===== src/rtl/codec_slot_pkg.sv =====
// Package: shared register indices and flag bit positions for the codec
// command slot bridge. Assumes a word-indexed register bus of 3 address bits.
package codec_slot_pkg;
    typedef logic [2:0] reg_idx_t;

    localparam reg_idx_t RI_CMD_TX = 3'd0;
    localparam reg_idx_t RI_DAT_TX = 3'd1;
    localparam reg_idx_t RI_CMD_RX = 3'd2;
    localparam reg_idx_t RI_DAT_RX = 3'd3;
    localparam reg_idx_t RI_FLAGS  = 3'd4;

    localparam int FLAG_W = 7;
endpackage


===== src/rtl/codec_slot_tx.sv =====
// Transmit slot holding registers with their empty flags.
// Assumes command and data slot writes never coincide (distinct addresses).
module codec_slot_tx #(
    parameter int SLOT_W = 20
) (
    input  logic              clk,
    input  logic              rst_n,
    input  logic              cmd_we,
    input  logic              dat_we,
    input  logic [SLOT_W-1:0] wdata,
    input  logic              issue,
    output logic [SLOT_W-1:0] cmd_q,
    output logic [SLOT_W-1:0] dat_q,
    output logic              cmd_empty,
    output logic              dat_empty
);
    // Capture slot words; a write empties-flag clear wins over an issue set.
    always_ff @(posedge clk) begin
        if (!rst_n) begin
            cmd_q     <= '0;
            dat_q     <= '0;
            cmd_empty <= 1'b1;
            dat_empty <= 1'b1;
        end else begin
            if (cmd_we) cmd_q <= wdata;
            if (dat_we) dat_q <= wdata;
            if (issue) begin
                cmd_empty <= 1'b1;
                dat_empty <= 1'b1;
            end
            if (cmd_we) cmd_empty <= 1'b0;
            if (dat_we) dat_empty <= 1'b0;
        end
    end
endmodule


===== src/rtl/codec_slot_issue.sv =====
// Command hold buffer and codec request sequencer.
// Holds one command (newest wins), issues it when no read is outstanding,
// and tracks the single outstanding read until the codec answers.
module codec_slot_issue #(
    parameter int SLOT_W = 20,
    parameter int ADDR_W = 7,
    parameter int DATA_W = 16
) (
    input  logic              clk,
    input  logic              rst_n,
    input  logic              cmd_we,
    input  logic [SLOT_W-1:0] cmd_word,
    input  logic [DATA_W-1:0] dat_field,
    input  logic              rsp_valid,
    output logic              issue,
    output logic              issue_rd,
    output logic              rsp_take,
    output logic [SLOT_W-1:0] inflight_cmd,
    output logic              wr_stb,
    output logic              rd_stb,
    output logic [ADDR_W-1:0] addr,
    output logic [DATA_W-1:0] wdata
);
    localparam int DIR_BIT = SLOT_W - 1;
    localparam int AF_HI   = SLOT_W - 2;

    logic              hold_vld;
    logic [SLOT_W-1:0] hold_cmd;
    logic [DATA_W-1:0] hold_dat;
    logic              rd_pend;

    // Launch when a command waits and the codec interface is free.
    always_comb begin
        issue    = hold_vld && !rd_pend;
        issue_rd = issue && hold_cmd[DIR_BIT];
        rsp_take = rd_pend && rsp_valid;
    end

    // Sequence strobes, hold buffer and the outstanding-read marker.
    always_ff @(posedge clk) begin
        if (!rst_n) begin
            hold_vld     <= 1'b0;
            hold_cmd     <= '0;
            hold_dat     <= '0;
            rd_pend      <= 1'b0;
            inflight_cmd <= '0;
            wr_stb       <= 1'b0;
            rd_stb       <= 1'b0;
            addr         <= '0;
            wdata        <= '0;
        end else begin
            wr_stb <= 1'b0;
            rd_stb <= 1'b0;
            if (issue) begin
                hold_vld <= 1'b0;
                addr     <= hold_cmd[AF_HI -: ADDR_W];
                wdata    <= hold_dat;
                if (hold_cmd[DIR_BIT]) begin
                    rd_stb       <= 1'b1;
                    rd_pend      <= 1'b1;
                    inflight_cmd <= hold_cmd;
                end else begin
                    wr_stb <= 1'b1;
                end
            end else if (rsp_take) begin
                rd_pend <= 1'b0;
            end
            if (cmd_we) begin
                hold_vld <= 1'b1;
                hold_cmd <= cmd_word;
                hold_dat <= dat_field;
            end
        end
    end
endmodule


===== src/rtl/codec_slot_rx.sv =====
// Receive slot capture with busy and valid flags.
// Assumes rd_issue and rsp_take never coincide (one read outstanding).
module codec_slot_rx #(
    parameter int SLOT_W = 20,
    parameter int DATA_W = 16
) (
    input  logic              clk,
    input  logic              rst_n,
    input  logic              rd_issue,
    input  logic              rsp_take,
    input  logic [DATA_W-1:0] rsp_data,
    input  logic [SLOT_W-1:0] inflight_cmd,
    input  logic              clr_cmd_vld,
    input  logic              clr_dat_vld,
    output logic [SLOT_W-1:0] rx_cmd,
    output logic [SLOT_W-1:0] rx_dat,
    output logic              busy,
    output logic              cmd_vld,
    output logic              dat_vld
);
    localparam int PAD_W = SLOT_W - DATA_W;
    localparam logic [SLOT_W-1:0] DIR_MASK = {1'b1, {(SLOT_W-1){1'b0}}};

    // Track busy, capture responses; a capture outranks a read-clear.
    always_ff @(posedge clk) begin
        if (!rst_n) begin
            rx_cmd  <= '0;
            rx_dat  <= '0;
            busy    <= 1'b0;
            cmd_vld <= 1'b0;
            dat_vld <= 1'b0;
        end else begin
            if (rd_issue) busy <= 1'b1;
            if (clr_cmd_vld) cmd_vld <= 1'b0;
            if (clr_dat_vld) dat_vld <= 1'b0;
            if (rsp_take) begin
                busy    <= 1'b0;
                rx_cmd  <= inflight_cmd & ~DIR_MASK;
                rx_dat  <= {rsp_data, {PAD_W{1'b0}}};
                cmd_vld <= 1'b1;
                dat_vld <= 1'b1;
            end
        end
    end
endmodule


===== src/rtl/codec_slot_bridge.sv =====
// Top: register-mapped bridge from slot registers to a codec request port.
// Decodes bus accesses, wires the transmit, issue and receive stages, and
// forms the read mux. Bus reads are combinational; read side effects occur
// on the clock edge at which bus_rd is high.
module codec_slot_bridge
    import codec_slot_pkg::*;
#(
    parameter int BUS_W  = 32,
    parameter int SLOT_W = 20,
    parameter int ADDR_W = 7,
    parameter int DATA_W = 16
) (
    input  logic              clk,
    input  logic              rst_n,
    input  logic              bus_wr,
    input  logic              bus_rd,
    input  logic [2:0]        bus_addr,
    input  logic [BUS_W-1:0]  bus_wdata,
    output logic [BUS_W-1:0]  bus_rdata,
    output logic              cdc_wr_stb,
    output logic              cdc_rd_stb,
    output logic [ADDR_W-1:0] cdc_addr,
    output logic [DATA_W-1:0] cdc_wdata,
    input  logic [DATA_W-1:0] cdc_rdata,
    input  logic              cdc_rvalid
);
    localparam int EXT_W = BUS_W - SLOT_W;

    logic              cmd_we, dat_we, clr_cmd, clr_dat;
    logic [SLOT_W-1:0] slot_wdata;
    logic [SLOT_W-1:0] tx_cmd_q, tx_dat_q, rx_cmd_q, rx_dat_q, inflight;
    logic              cmd_empty, dat_empty;
    logic              issue, issue_rd, rsp_take;
    logic              rx_busy, rx_cmd_vld, rx_dat_vld;
    logic [FLAG_W-1:0] flags;
    logic              unused_hi;

    // Decode register accesses.
    always_comb begin
        cmd_we     = bus_wr && (bus_addr == RI_CMD_TX);
        dat_we     = bus_wr && (bus_addr == RI_DAT_TX);
        clr_cmd    = bus_rd && (bus_addr == RI_CMD_RX);
        clr_dat    = bus_rd && (bus_addr == RI_DAT_RX);
        slot_wdata = bus_wdata[SLOT_W-1:0];
        unused_hi  = ^bus_wdata[BUS_W-1:SLOT_W];
    end

    codec_slot_tx #(.SLOT_W(SLOT_W)) u_tx (
        .clk(clk), .rst_n(rst_n),
        .cmd_we(cmd_we), .dat_we(dat_we), .wdata(slot_wdata), .issue(issue),
        .cmd_q(tx_cmd_q), .dat_q(tx_dat_q),
        .cmd_empty(cmd_empty), .dat_empty(dat_empty)
    );

    codec_slot_issue #(.SLOT_W(SLOT_W), .ADDR_W(ADDR_W), .DATA_W(DATA_W)) u_iss (
        .clk(clk), .rst_n(rst_n),
        .cmd_we(cmd_we), .cmd_word(slot_wdata),
        .dat_field(tx_dat_q[SLOT_W-1 -: DATA_W]),
        .rsp_valid(cdc_rvalid),
        .issue(issue), .issue_rd(issue_rd), .rsp_take(rsp_take),
        .inflight_cmd(inflight),
        .wr_stb(cdc_wr_stb), .rd_stb(cdc_rd_stb),
        .addr(cdc_addr), .wdata(cdc_wdata)
    );

    codec_slot_rx #(.SLOT_W(SLOT_W), .DATA_W(DATA_W)) u_rx (
        .clk(clk), .rst_n(rst_n),
        .rd_issue(issue_rd), .rsp_take(rsp_take), .rsp_data(cdc_rdata),
        .inflight_cmd(inflight),
        .clr_cmd_vld(clr_cmd), .clr_dat_vld(clr_dat),
        .rx_cmd(rx_cmd_q), .rx_dat(rx_dat_q),
        .busy(rx_busy), .cmd_vld(rx_cmd_vld), .dat_vld(rx_dat_vld)
    );

    // Assemble the flag word and select read data.
    always_comb begin
        flags = {rx_dat_vld, rx_cmd_vld, rx_busy, rx_busy,
                 cmd_empty && dat_empty, dat_empty, cmd_empty};
        case (bus_addr)
            RI_CMD_TX: bus_rdata = {{EXT_W{1'b0}}, tx_cmd_q};
            RI_DAT_TX: bus_rdata = {{EXT_W{1'b0}}, tx_dat_q};
            RI_CMD_RX: bus_rdata = {{EXT_W{1'b0}}, rx_cmd_q};
            RI_DAT_RX: bus_rdata = {{EXT_W{1'b0}}, rx_dat_q};
            RI_FLAGS:  bus_rdata = {{(BUS_W-FLAG_W){1'b0}}, flags};
            default:   bus_rdata = '0;
        endcase
    end
endmodule


===== config.mk =====
export PLATFORM = sky130hd
export DESIGN_NAME = codec_slot_bridge
export DESIGN_NICKNAME = d
export VERILOG_FILES = /design/src/rtl/codec_slot_pkg.sv /design/src/rtl/codec_slot_tx.sv /design/src/rtl/codec_slot_issue.sv /design/src/rtl/codec_slot_rx.sv /design/src/rtl/codec_slot_bridge.sv
export SDC_FILE = /design/constraint.sdc
export NUM_CORES = 1
export LEC_CHECK = 0
export ABC_AREA = 1
export CAP_MARGIN = 20
export CORE_MARGIN = 5
export CORE_UTILIZATION = 56
export CTS_CLUSTER_DIAMETER = 80
export DETAILED_ROUTE_END_ITERATION = 12
export PLACE_DENSITY_LB_ADDON = 0.12
export SLEW_MARGIN = 40
export SYNTH_ARGS = -nofsm -noshare
export SYNTH_HDL_FRONTEND = slang
export SYNTH_SLANG_ARGS = --single-unit

===== constraint.sdc =====
create_clock -name clk -period 1.6 [get_ports clk]
set_input_delay 0.24 -clock clk [delete_from_list [all_inputs] [get_ports clk]]
set_output_delay 0.24 -clock clk [all_outputs]
set_load 0.005 [all_outputs]

## Word level (Yosys, flattened, before mapping)

Index checks and enable logic that the tools add are counted.

- Register bits after elaboration: 142
- Latch bits: 0
- RAM bits: 0
- Bits in read-only memories: 0
- Bits of input ports: 56
- Output and inout port bits: 57
- Word-level logic and storage cells: 57
- Memories kept: 0

- Add/sub/neg operators: 0
- $mul: 0
- Divide/modulo/power cells: 0
- Magnitude comparators: 0
- Eq/ne operators: 5
- Shift operators: 0
- Multiplexer cells: 15
- Bitwise logic cells: 1
- Reduce and logical (&&, ||, !) cells: 19

Operators by type and width:

| operator | count |
|---|---|
| $pmux 20 s5 | 1 |
| $mux 1 | 14 |
| $reduce_bool 2->1 | 5 |
| $logic_and 1x1->1 | 8 |
| $eq 3x2->1 const B | 2 |
| $reduce_and 2->1 | 3 |
| $eq 3x1->1 const B | 1 |
| $eq 3x3->1 const B | 1 |
| $logic_not 3->1 | 1 |
| $ne 2x1->1 const B | 1 |
| $reduce_or 2->1 | 1 |
| $logic_not 1->1 | 1 |
| $not 1->1 | 1 |

## Depth between registers and ports, before layout

Gate-level depths: netlist of run 1.

- Word-level depth: 4
- Mapped depth: 9
- Gate-level depth less buffers: 7

## Cells and area by module

From an unflattened synthesis of run 1, not the netlist that was laid out.

- Cells, all modules: 988
- Area total of the unflattened synthesis: 7,058.0 um^2

Modules (own cells, without submodules):

| module | times used | cells an instance | area each (um^2) | seq. area each (um^2) |
|---|---|---|---|---|
| codec_slot_issue | 1 | 396 | 2,974.1 | 1,661.6 |
| codec_slot_tx | 1 | 241 | 1,757.9 | 840.8 |
| codec_slot_rx | 1 | 169 | 1,387.6 | 760.7 |
| codec_slot_bridge | 1 | 182 | 938.4 | 0.0 |

## Worst setup path after synthesis of run 1

Ideal clock, no wire load.

- Path kind: input to output
- From: input port bus_addr[0]
- To: output port bus_rdata[12]
- Arrival: 1.008 ns
- Required time: 1.360 ns
- Path slack: 0.352 ns
- Cell stages on the path: 9
- Path buffers: 2
- Cells stage by stage: buf_4 -> inv_4 -> nand3_1 -> inv_2 -> buf_6 -> nand2_1 -> nand2_1 -> inv_1 -> nand2_1

- Word-level cells in the longest chain between the ends: 2
- Elaborated cells on any way between the ends: 6
- Classes of those cells: 4 x eq/ne; 1 x mux; 1 x reduce/logical

Ends and longest elaborated chain:

| what | RTL line | RTL |
|---|---|---|
| start: declaration | codec_slot_bridge.sv:17 | `input logic [2:0] bus_addr,` |
| $eq 3x3->1, or another cell as far along | codec_slot_bridge.sv:79 | `case (bus_addr)` |
| $pmux 20 s5 (*) | codec_slot_bridge.sv:79 |  |
| end: declaration | codec_slot_bridge.sv:19 | `output logic [BUS_W-1:0] bus_rdata,` |

Every way passes the cells marked *; elsewhere a longest branch is shown, timed or not.

## Worst setup path in the final report of run 1

- From: register u_rx.rx_dat[10]
- To: output port bus_rdata[10]

- Word-level cells in the longest chain between the ends: 1

Ends and longest elaborated chain:

| what | RTL line | RTL |
|---|---|---|
| start: declaration | codec_slot_rx.sv:16 | `output logic [SLOT_W-1:0] rx_dat,` |
| start signal: assignment | codec_slot_rx.sv:39 | `rx_dat <= {rsp_data, {PAD_W{1'b0}}};` |
| $pmux 20 s5 | codec_slot_bridge.sv:79 |  |

Every way passes these cells.

==> flow_metrics.py, run 1 <==
metrics = {
    "finish": {
        "layout_common_cells": "nor2_1, nand2_1, dfxtp_1",
        "post-route-util_pct": 74.1,
        "stdcell_count": 1138,
        "layout_commonest_cell": "nor2_1",
        "finalNetCount": 1042,
        "drive_above_1_share_pct": 14.6,
        "diodes": 0,
        "synthToLayoutAreaGrowth_pct": 30.4,
    },
    "sta": {
        "post-route-period-util_pct": 107,
        "setup_viol": 6,
        "hold_violations": 0,
        "slew_headroom_pct": 49.4,
        "maxClockFrequency_ghz": 0.582,
        "holdWs_ps": 116,
        "setup_ws_ps": -119,
        "rsz0062_at_grt": "true",
        "clock_skew_ps": 5.45,
        "tightest_slew_ps": 758,
        "layout_min_cycle_time_ps": 1720,
        "drv_slew": 0,
    },
    "flow_run": {
        "drv_cap": 0,
    },
    "hold_path": {
        "hold_path.class": "in -> reg",
    },
    "routing": {
        "drc": 0,
        "ant_nets": 0,
        "vias_per_cell": 5.17,
        "first_pass_iters": 5,
        "wl_per_cell_um": 15.5,
        "via_count": 5886,
        "routed_wirelength_um": 17600,
        "drt_iter0_drc": 415,
    },
    "worst_setup_path": {
        "slowest_delay_ps": 350,
        "cpMaxStageDelayCell": "dfxtp_2",
        "worstPathCellList": "nand4_1 > o21ai_1 > inv_1 > nand2_1 > buf_2",
        "crit_fanout": 2,
        "start_kind": "flop",
        "arrival_ps": 1480,
        "worstSetupPathType": "reg -> out",
        "worstSetupEndpointType": "output port",
        "crit_required_ps": 1360,
    },
    "place": {
        "place.gp.congestion": 0.927,
        "io_buffers": 88,
        "dp.cells": 1094,
        "hpwl_um": 11400,
    },
    "global_route": {
        "grt_overflow": 0,
        "grt_first_pass_wirelength_um": 28300,
        "grtUsageTotal_pct": 27.9,
        "antenna_found_initial": 0,
        "grt_pass1_vias": 5648,
        "grt_max_degree": 53,
    },
    "run_status": {
        "status": "finished, violations left",
        "failed_checks": "negative setup slack",
    },
    "floorplan": {
        "rows": 38,
        "die_x_um": 114,
        "core_area_mm2": 0.0107,
        "die_h_um": 114,
        "ios": 113,
        "die_area_mm2": 0.0131,
        "initial_utilization_pct": 56.8,
    },
    "synth": {
        "synth_warnings": 0,
        "synth-seq-cells": 142,
        "synth_cell_types": 26,
        "yosysSeqAreaShare_pct": 46.6,
        "syn_avg_cell_area_um2": 6.84,
        "syn_inst": 892,
        "mappedNetlistArea_mm2": 0.00610,
    },
    "clock_tree": {
        "clk_pin_slew_ps": 60,
        "hold_buffers": 0,
        "clockBufferDepth": 2,
        "cts_made_buffers": 17,
        "root_buffer": "clkbuf_8",
        "cts_tree": "built",
        "htreeDepth": 4,
        "clock_latency_ps": 540,
        "clock-sinks": 142,
    },
    "power": {
        "p_per_area_mw_per_mm2": 1060,
        "ir_drop_v": 0.00109,
        "power_leakage_nw": 3.93,
    },
}
## power by group
group	total [mW]	switching, mW	leakage [nW]	internal (mW)
logic	0.627	0.341	2.46	0.286
registers	3.65	0.0413	1.16	3.61
clock network	4.19	1.47	0.305	2.72
total	8.46	1.85	3.93	6.61
## final cells by class
| type | instances | area, µm² |
|---|---|---|
| clock inverter | 11 | 190 |
| tap | 140 | 175 |
| inverter | 98 | 378 |
| timing repair buffer | 130 | 1320 |
| fill | 844 | 2790 |
| sequential | 142 | 2870 |
| multi-input combinational | 597 | 2590 |
| clock buffer | 20 | 435 |
## metal layers
metal	share of wire, %	GRT usage (%)	wire, µm	vias to the layer above
met2	47	45.2	8240	211
li1	-	-	-	2912
met4	3.9	14.1	681	0
met5	0	0	0	-
met1	42	34.5	7450	2715
met3	7.1	6.66	1250	48
## worst max-delay path: cells and delay by family (launching register included)
| kind | cells | cell delay [ps] |
|---|---|---|
| compound gates | 1 | 170 |
| buf+inv | 2 | 180 |
| flops | 1 | 350 |
| simple gates | 2 | 240 |
## metrics by stage
step	area, µm²	setup TNS, ps	power, mW	setup WS (ps)
after CTS	7930	-335	8.49	-78.9
after floorplan	6140	0	4.02	352
final	7960	-242	8.46	-119
after global placement	7160	-18370	4.27	-734
after global routing	7960	-921	8.75	-169
after detailed placement	7160	-21980	4.28	-759
## flip-flops by register name, indices dropped and copies added, names as in the netlist
name                flops
u_iss.wr_stb            1
u_iss.rd_pend           1
u_tx.dat_empty          1
u_rx.busy               1
u_rx.dat_vld            1
u_tx.cmd_empty          1
u_tx.cmd_q             20
u_tx.dat_q             20
u_rx.cmd_vld            1
u_iss.addr              7
u_iss.hold_vld          1
u_iss.hold_dat         16
u_rx.rx_cmd            19
u_iss.inflight_cmd     19
u_iss.rd_stb            1
u_iss.wdata            16
u_rx.rx_dat            16
## repair_timing
action                                  in CTS  in global routing
cloned                                       3                  0
pin swaps                                   31                  6
hold endpoints to repair                     0                  0
endpoints found under the setup margin      45                 19
setup buffers                                9                  2
gates resized for setup                    172                 11
## Yosys cell counts
cell type  count  area (µm²)
buf_2         21         105
o21a_1         1        7.51
buf_4         18         135
nand3_2        1        10.0
nor3_1         2        10.0
inv_1         94         353
nand3_1       13        65.1
inv_4          1        6.26
buf_6         10         113
clkbuf_2       2        10.0
o21ai_0       82         410
clkinv_1       1        3.75
o21ai_1        5        25.0
o211ai_1       1        7.51
conb_1         1        3.75
nand4_1       19         119
clkbuf_1      15        56.3
nand2_1      195         732
inv_2          2        7.51
nand3_4        1        17.5
nand2_4        1        11.3
a211oi_1       7        52.6
nor2_4         1        11.3
dfxtp_1      142        2840
nor2_1       234         878
a21oi_1       22         110
## cells by family (layout without fill, tap and decap cells)
group	count (synthesis)	after routing	share of synthesized area, %
flip-flops	142	142	46.6
other	1	12	0.0614
AND/OR/NAND/NOR	467	467	30.4
AO/OA/AOI/OAI	118	118	10.0
buffers and inverters	164	259	12.9
## path summary, 6_finish.rpt
kind / cells after the start / start / to / slack, ps
max: 5 / u_rx.rx_dat[10] / bus_rdata[10] / -120
min: 3 / rst_n / u_tx.cmd_q[12] / 120
max reg2reg: 6 / u_iss.rd_pend / u_iss.inflight_cmd[2] / 150
min reg2reg: 2 / u_iss.hold_dat[8] / u_iss.wdata[8] / 450
Power figures use the tool's default switching activity.
==> run 2: changes to the inputs <==
--- a/config.mk
+++ b/config.mk
@@ -11,6 +11,7 @@
 export CORE_UTILIZATION = 56
 export CTS_CLUSTER_DIAMETER = 80
 export DETAILED_ROUTE_END_ITERATION = 12
+export GPL_TIMING_DRIVEN = 0
 export PLACE_DENSITY_LB_ADDON = 0.12
 export SLEW_MARGIN = 40
 export SYNTH_ARGS = -nofsm -noshare
==> run 2 against run 1 <==
The run still ends with negative setup slack left. Sequential share of layout area rose by 0.29 points. Clock-buffer cell count fell by 1. Hold slack improved by 87 ps. Sequential power barely moved. Final cell count grew 2.9%. Setup slack better by 49 ps. Design area down 0.49%. Critical path type unchanged. Largest cell class unchanged.
==> flow_metrics.py, run 2 (synthesis gave the netlist of run 1 again) <==
metrics = {
    "routing": {
        "via_count": 6004,
        "drc": 0,
        "vias_per_cell": 5.13,
        "ant_nets": 0,
        "drt_iter0_drc": 543,
        "wl_per_cell_um": 15.5,
        "routed_wirelength_um": 18200,
        "first_pass_iters": 6,
    },
    "power": {
        "power_leakage_nw": 3.99,
        "sw_frac_of_total_pct": 23.7,
        "p_int_mw": 6.29,
        "seq_power_share_pct": 44.2,
        "p_sw_mw": 1.96,
        "combPwrFrac_pct": 7.5,
        "ir_drop_v": 0.000874,
        "p_clk_share_pct": 48.3,
        "p_per_area_mw_per_mm2": 1040,
    },
    "finish": {
        "layout_common_cells": "nor2_1, nand2_1, dfxtp_1",
        "stdcell_count": 1171,
        "post-route-util_pct": 73.7,
        "synthToLayoutAreaGrowth_pct": 29.7,
        "reg_top3": "u_tx.cmd_q: 20 flops, u_tx.dat_q: 20 flops",
        "design_area_mm2": 0.00792,
        "layout_commonest_cell": "nor2_1",
        "finalNetCount": 1074,
        "diodes": 0,
        "drive_above_1_share_pct": 17.2,
    },
    "worst_setup_path": {
        "worstSetupPathType": "reg -> out",
        "worstSetupEndpointType": "output port",
        "arrival_ps": 1430,
        "start_kind": "flop",
        "crit_required_ps": 1360,
        "crit_fanout": 2,
    },
    "hold_path": {
        "hold_path.class": "in -> reg",
    },
    "sta": {
        "setup_viol": 7,
        "slew_headroom_pct": 57.8,
        "layout_min_cycle_time_ps": 1670,
        "maxClockFrequency_ghz": 0.599,
        "tightest_slew_ps": 632,
        "rsz0062_at_grt": "true",
        "hold_violations": 0,
        "drv_slew": 0,
        "post-route-period-util_pct": 104,
        "clock_skew_ps": 7.99,
        "setup_ws_ps": -70.1,
        "holdWs_ps": 203,
    },
    "flow_run": {
        "drv_cap": 0,
    },
    "global_route": {
        "grt_max_degree": 17,
        "antenna_found_initial": 0,
        "grt_pass1_vias": 5511,
        "grt_first_pass_wirelength_um": 28400,
        "grtUsageTotal_pct": 28.0,
        "grt_overflow": 0,
    },
    "clock_tree": {
        "cts_made_buffers": 17,
        "clockBufferDepth": 2,
        "root_buffer": "clkbuf_8",
        "clock-sinks": 142,
        "htreeDepth": 4,
        "clock_latency_ps": 530,
        "hold_buffers": 0,
        "clk_pin_slew_ps": 60,
        "cts_tree": "built",
    },
    "floorplan": {
        "ios": 113,
        "die_area_mm2": 0.0131,
        "core_area_mm2": 0.0107,
        "rows": 38,
        "die_x_um": 114,
        "die_h_um": 114,
        "initial_utilization_pct": 56.8,
    },
    "place": {
        "dp.cells": 1130,
        "place.gp.congestion": 0.918,
        "place_area_mm2": 0.00719,
        "hpwl_um": 12400,
        "io_buffers": 87,
    },
    "run_status": {
        "status": "finished, violations left",
        "failed_checks": "negative setup slack",
    },
}
-- run 2: cell count changes in the layout (fill, tap and decap cells not counted), sizes merged, moves of 2 or more --
cell           change
buf               +11
bufinv             -2
clkbuf            +17
clkdlybuf4s15      +2
clkdlybuf4s50      +3
clkinvlp           +4
dlygate4sd2        -7
dlymetal6s2s       +5
-- run 2: power groups by stage --
stage | logic (mW) | clock network (mW) | registers, mW
after global placement | 0.568 | 0 | 3.72
after floorplan | 0.310 | 0 | 3.71
after detailed placement | 0.571 | 0 | 3.72
after CTS | 0.597 | 3.98 | 3.64
final | 0.616 | 3.98 | 3.65
after global routing | 0.672 | 4.15 | 3.65
-- run 2: area by class of cell --
type | instances | area [µm²]
plain buffers | 66 | 433
clock buffers | 19 | 432
clock inverters | 13 | 164
fillers | 902 | 2830
inverters | 98 | 383
multi-input cells | 597 | 2610
flip-flops and latches | 142 | 2880
well taps | 140 | 175
repair buffers | 96 | 838
-- run 2: what timing repair did --
item,in CTS,in global routing
endpoints found under the hold margin,0,0
setup endpoints to repair,38,34
pin swaps,29,11
setup buffers,8,1
resized for setup,156,37
-- run 2: per-stage QoR --
stage	setup slack, ps	power (mW)	setup TNS (ps)
after CTS	-76.8	8.22	-165
after global placement	-998	4.29	-33620
after floorplan	352	4.02	0
after global routing	-135	8.48	-868
after detailed placement	-985	4.29	-34550
final	-70.1	8.25	-230
-- run 2: routing by layer --
metal | GRT usage [%] | vias up | wire length [µm]
li1 | - | 2976 | -
met1 | 37.1 | 2703 | 7620
met2 | 45.5 | 282 | 8340
met3 | 6.34 | 43 | 1760
met4 | 8.87 | 0 | 489
met5 | 0 | - | 0
-- run 2: final timing paths --
| kind | to | slack (ps) | cells past startpoint | startpoint |
|---|---|---|---|---|
| worst min register to register | u_iss.wr_stb | 450 | 1 | u_tx.cmd_q[19] |
| worst min-delay path | u_tx.dat_q[9] | 200 | 5 | bus_addr[0] |
| worst max register to register | u_rx.rx_cmd[13] | 170 | 5 | u_iss.rd_pend |
| worst max-delay path | bus_rdata[9] | -70 | 5 | u_rx.rx_dat[9] |
-- run 2: worst max-delay path: stages, from the launching register on --
cell and delay (ps):
dfxtp_2 330, nand4_1 170, o21ai_2 140, inv_1 60, nand2_1 80, buf_2 110
==> run 3: changes to the inputs <==
--- a/config.mk
+++ b/config.mk
@@ -8,7 +8,7 @@
 export ABC_AREA = 1
 export CAP_MARGIN = 20
 export CORE_MARGIN = 5
-export CORE_UTILIZATION = 56
+export CORE_UTILIZATION = 23
 export CTS_CLUSTER_DIAMETER = 80
 export DETAILED_ROUTE_END_ITERATION = 12
 export GPL_TIMING_DRIVEN = 0
==> run 3 against run 2 <==
The flow still finishes with violations (negative setup slack). Critical path depth increased by 6. Utilization fell by 41 points. Register-to-register slack better by 50 ps. Critical endpoint is now bus_rdata[16].
==> flow_metrics.py, run 3 (synthesis gave the netlist of run 1 again) <==
metrics = {
    "floorplan": {
        "die_x_um": 173,
        "ios": 113,
        "rows": 59,
        "die_area_mm2": 0.0299,
        "initial_utilization_pct": 23.4,
        "core_area_mm2": 0.0261,
        "die_h_um": 173,
    },
    "routing": {
        "routed_wirelength_um": 22000,
        "drt_iter0_drc": 266,
        "via_count": 5699,
        "ant_nets": 0,
        "vias_per_cell": 4.15,
        "first_pass_iters": 4,
        "drc": 0,
        "wl_per_cell_um": 16.0,
    },
    "sta": {
        "clock_skew_ps": 10.1,
        "maxClockFrequency_ghz": 0.625,
        "post-route-period-util_pct": 100,
        "setup_viol": 1,
        "rsz0062_at_grt": "true",
        "tightest_slew_ps": 652,
        "slew_headroom_pct": 56.6,
        "drv_slew": 0,
        "tns_ps": -0.322,
        "layout_min_cycle_time_ps": 1600,
        "hold_violations": 0,
        "setup_ws_ps": -0.322,
        "holdWs_ps": 257,
    },
    "clock_tree": {
        "clock-sinks": 142,
        "htreeDepth": 4,
        "cts_tree": "built",
        "root_buffer": "clkbuf_16",
        "cts_made_buffers": 17,
        "hold_buffers": 0,
        "clockBufferDepth": 2,
        "clock_latency_ps": 430,
        "clk_pin_slew_ps": 60,
    },
    "finish": {
        "post-route-util_pct": 32.3,
        "layout_commonest_cell": "nor2_1",
        "design_area_mm2": 0.00844,
        "fillers": 2920,
        "synthToLayoutAreaGrowth_pct": 38.3,
        "diodes": 0,
        "finalNetCount": 1082,
        "seqCellArea_mm2": 0.00287,
        "layout_common_cells": "nor2_1, nand2_1, dfxtp_1",
        "drive_above_1_share_pct": 18.0,
        "multiInputGateArea_mm2": 0.00264,
        "reg_top3": "u_tx.cmd_q: 20 flops, u_tx.dat_q: 20 flops",
    },
    "global_route": {
        "grtUsageTotal_pct": 14.9,
        "grt_first_pass_wirelength_um": 34000,
        "antenna_found_initial": 0,
        "grt_pass1_vias": 5712,
        "grt_max_degree": 17,
        "grt_overflow": 0,
    },
    "worst_setup_path": {
        "worstSetupEndpointType": "output port",
        "start_kind": "primary input",
        "crit_family": "buffers and inverters",
        "slowest_delay_ps": 200,
        "worstPathCellList": "buf_6 > nor2_4 > buf_6 > nand2_8 > clkinv_8 > buf_8 > nand2_1 > nand2_2 > inv_1 > nand2_2 > clkdlybuf4s15_2",
        "arrival_ps": 1360,
        "cpMaxStageDelayCell": "clkdlybuf4s15_2",
        "crit_fanout": 6,
        "crit_buf_inv": 6,
        "worstSetupPathType": "in -> out",
        "crit_required_ps": 1360,
    },
    "place": {
        "hpwl_um": 16400,
        "io_buffers": 87,
        "place_area_mm2": 0.00743,
        "place.gp.congestion": 0.801,
    },
    "flow_run": {
        "drv_cap": 0,
    },
    "run_status": {
        "failed_checks": "negative setup slack",
        "status": "finished, violations left",
    },
    "power": {
        "ir_drop_v": 0.000577,
        "p_int_mw": 6.64,
        "sw_frac_of_total_pct": 24.1,
        "combPwrFrac_pct": 7.8,
        "power.total_mw": 8.75,
        "p_per_area_mw_per_mm2": 1040,
        "p_clk_share_pct": 50.6,
        "seq_power_share_pct": 41.6,
        "p_sw_mw": 2.11,
        "power_leakage_nw": 3.93,
    },
    "hold_path": {
        "hold_path.class": "in -> reg",
    },
}
[run 3: cell count changes in the layout (fill, tap and decap cells not counted), moves of 3 or more]
cell             before  now
buf_2                39   26
buf_4                24   30
buf_6                13   19
clkbuf_1             14    9
clkbuf_2              5    9
clkdlybuf4s50_1      42   65
clkinvlp_4            5    2
dfxtp_1             110  121
dfxtp_2              32   19
dlygate4sd2_1        18    3
dlymetal6s2s_1        5    0
inv_6                 1    4
nand2_1             190  180
nand2_2               4   14
[run 3: layer usage]
layer | global-route usage, % | vias up | wire length (µm)
li1 | - | 2981 | -
met1 | 19.3 | 2597 | 10400
met2 | 25.2 | 100 | 10500
met3 | 3.17 | 21 | 833
met4 | 3.86 | 0 | 264
met5 | 0 | - | 0
[run 3: cell type report]
class	count	share of cell area [%]
repair buffers	104	11.8
well taps	335	4.97
flip-flops and latches	142	34.1
plain buffers	66	5.53
clock inverters	13	2.39
clock buffers	19	5.37
multi-input cells	597	31.3
inverters	98	4.63
[run 3: timing repair]
action                                  in CTS  in global routing
pin swaps                                   27                 12
endpoints found under the setup margin      24                 27
gates cloned                                 1                  0
resized for setup                          154                 29
setup buffers                               16                  0
[run 3: final timing paths]
check	cells past startpoint	slack [ps]	to	start
min	5	260	u_tx.dat_q[9]	bus_addr[0]
max reg2reg	5	220	u_rx.rx_cmd[13]	u_iss.rd_pend
max	11	-0.3	bus_rdata[16]	bus_addr[2]
min reg2reg	2	450	u_rx.rx_dat[18]	u_rx.rx_dat[18]
[run 3: stage by stage]
stage | instances | worst slack [ps]
finish | 1374 | -0.322
CTS | 1374 | -25.7
floorplan | 903 | 352
global placement | 1325 | -1110
global route | 1374 | -53.3
detailed placement | 1325 | -1090
[run 3: power groups by stage]
stage          Sequential, mW  Clock, mW  Combinational (mW)
5_1_grt                  3.65       4.64               0.754
3_5_place_dp             3.72          0               0.615
4_1_cts                  3.64       4.52               0.683
2_1_floorplan            3.71          0               0.310
6_report                 3.64       4.43               0.679
3_3_place_gp             3.72          0               0.617
[run 3: tightest hold or removal path, delay by kind of cell]
kind	cells	cell delay, ps
buffers and inverters	1	140
and+or+nand+nor	4	250
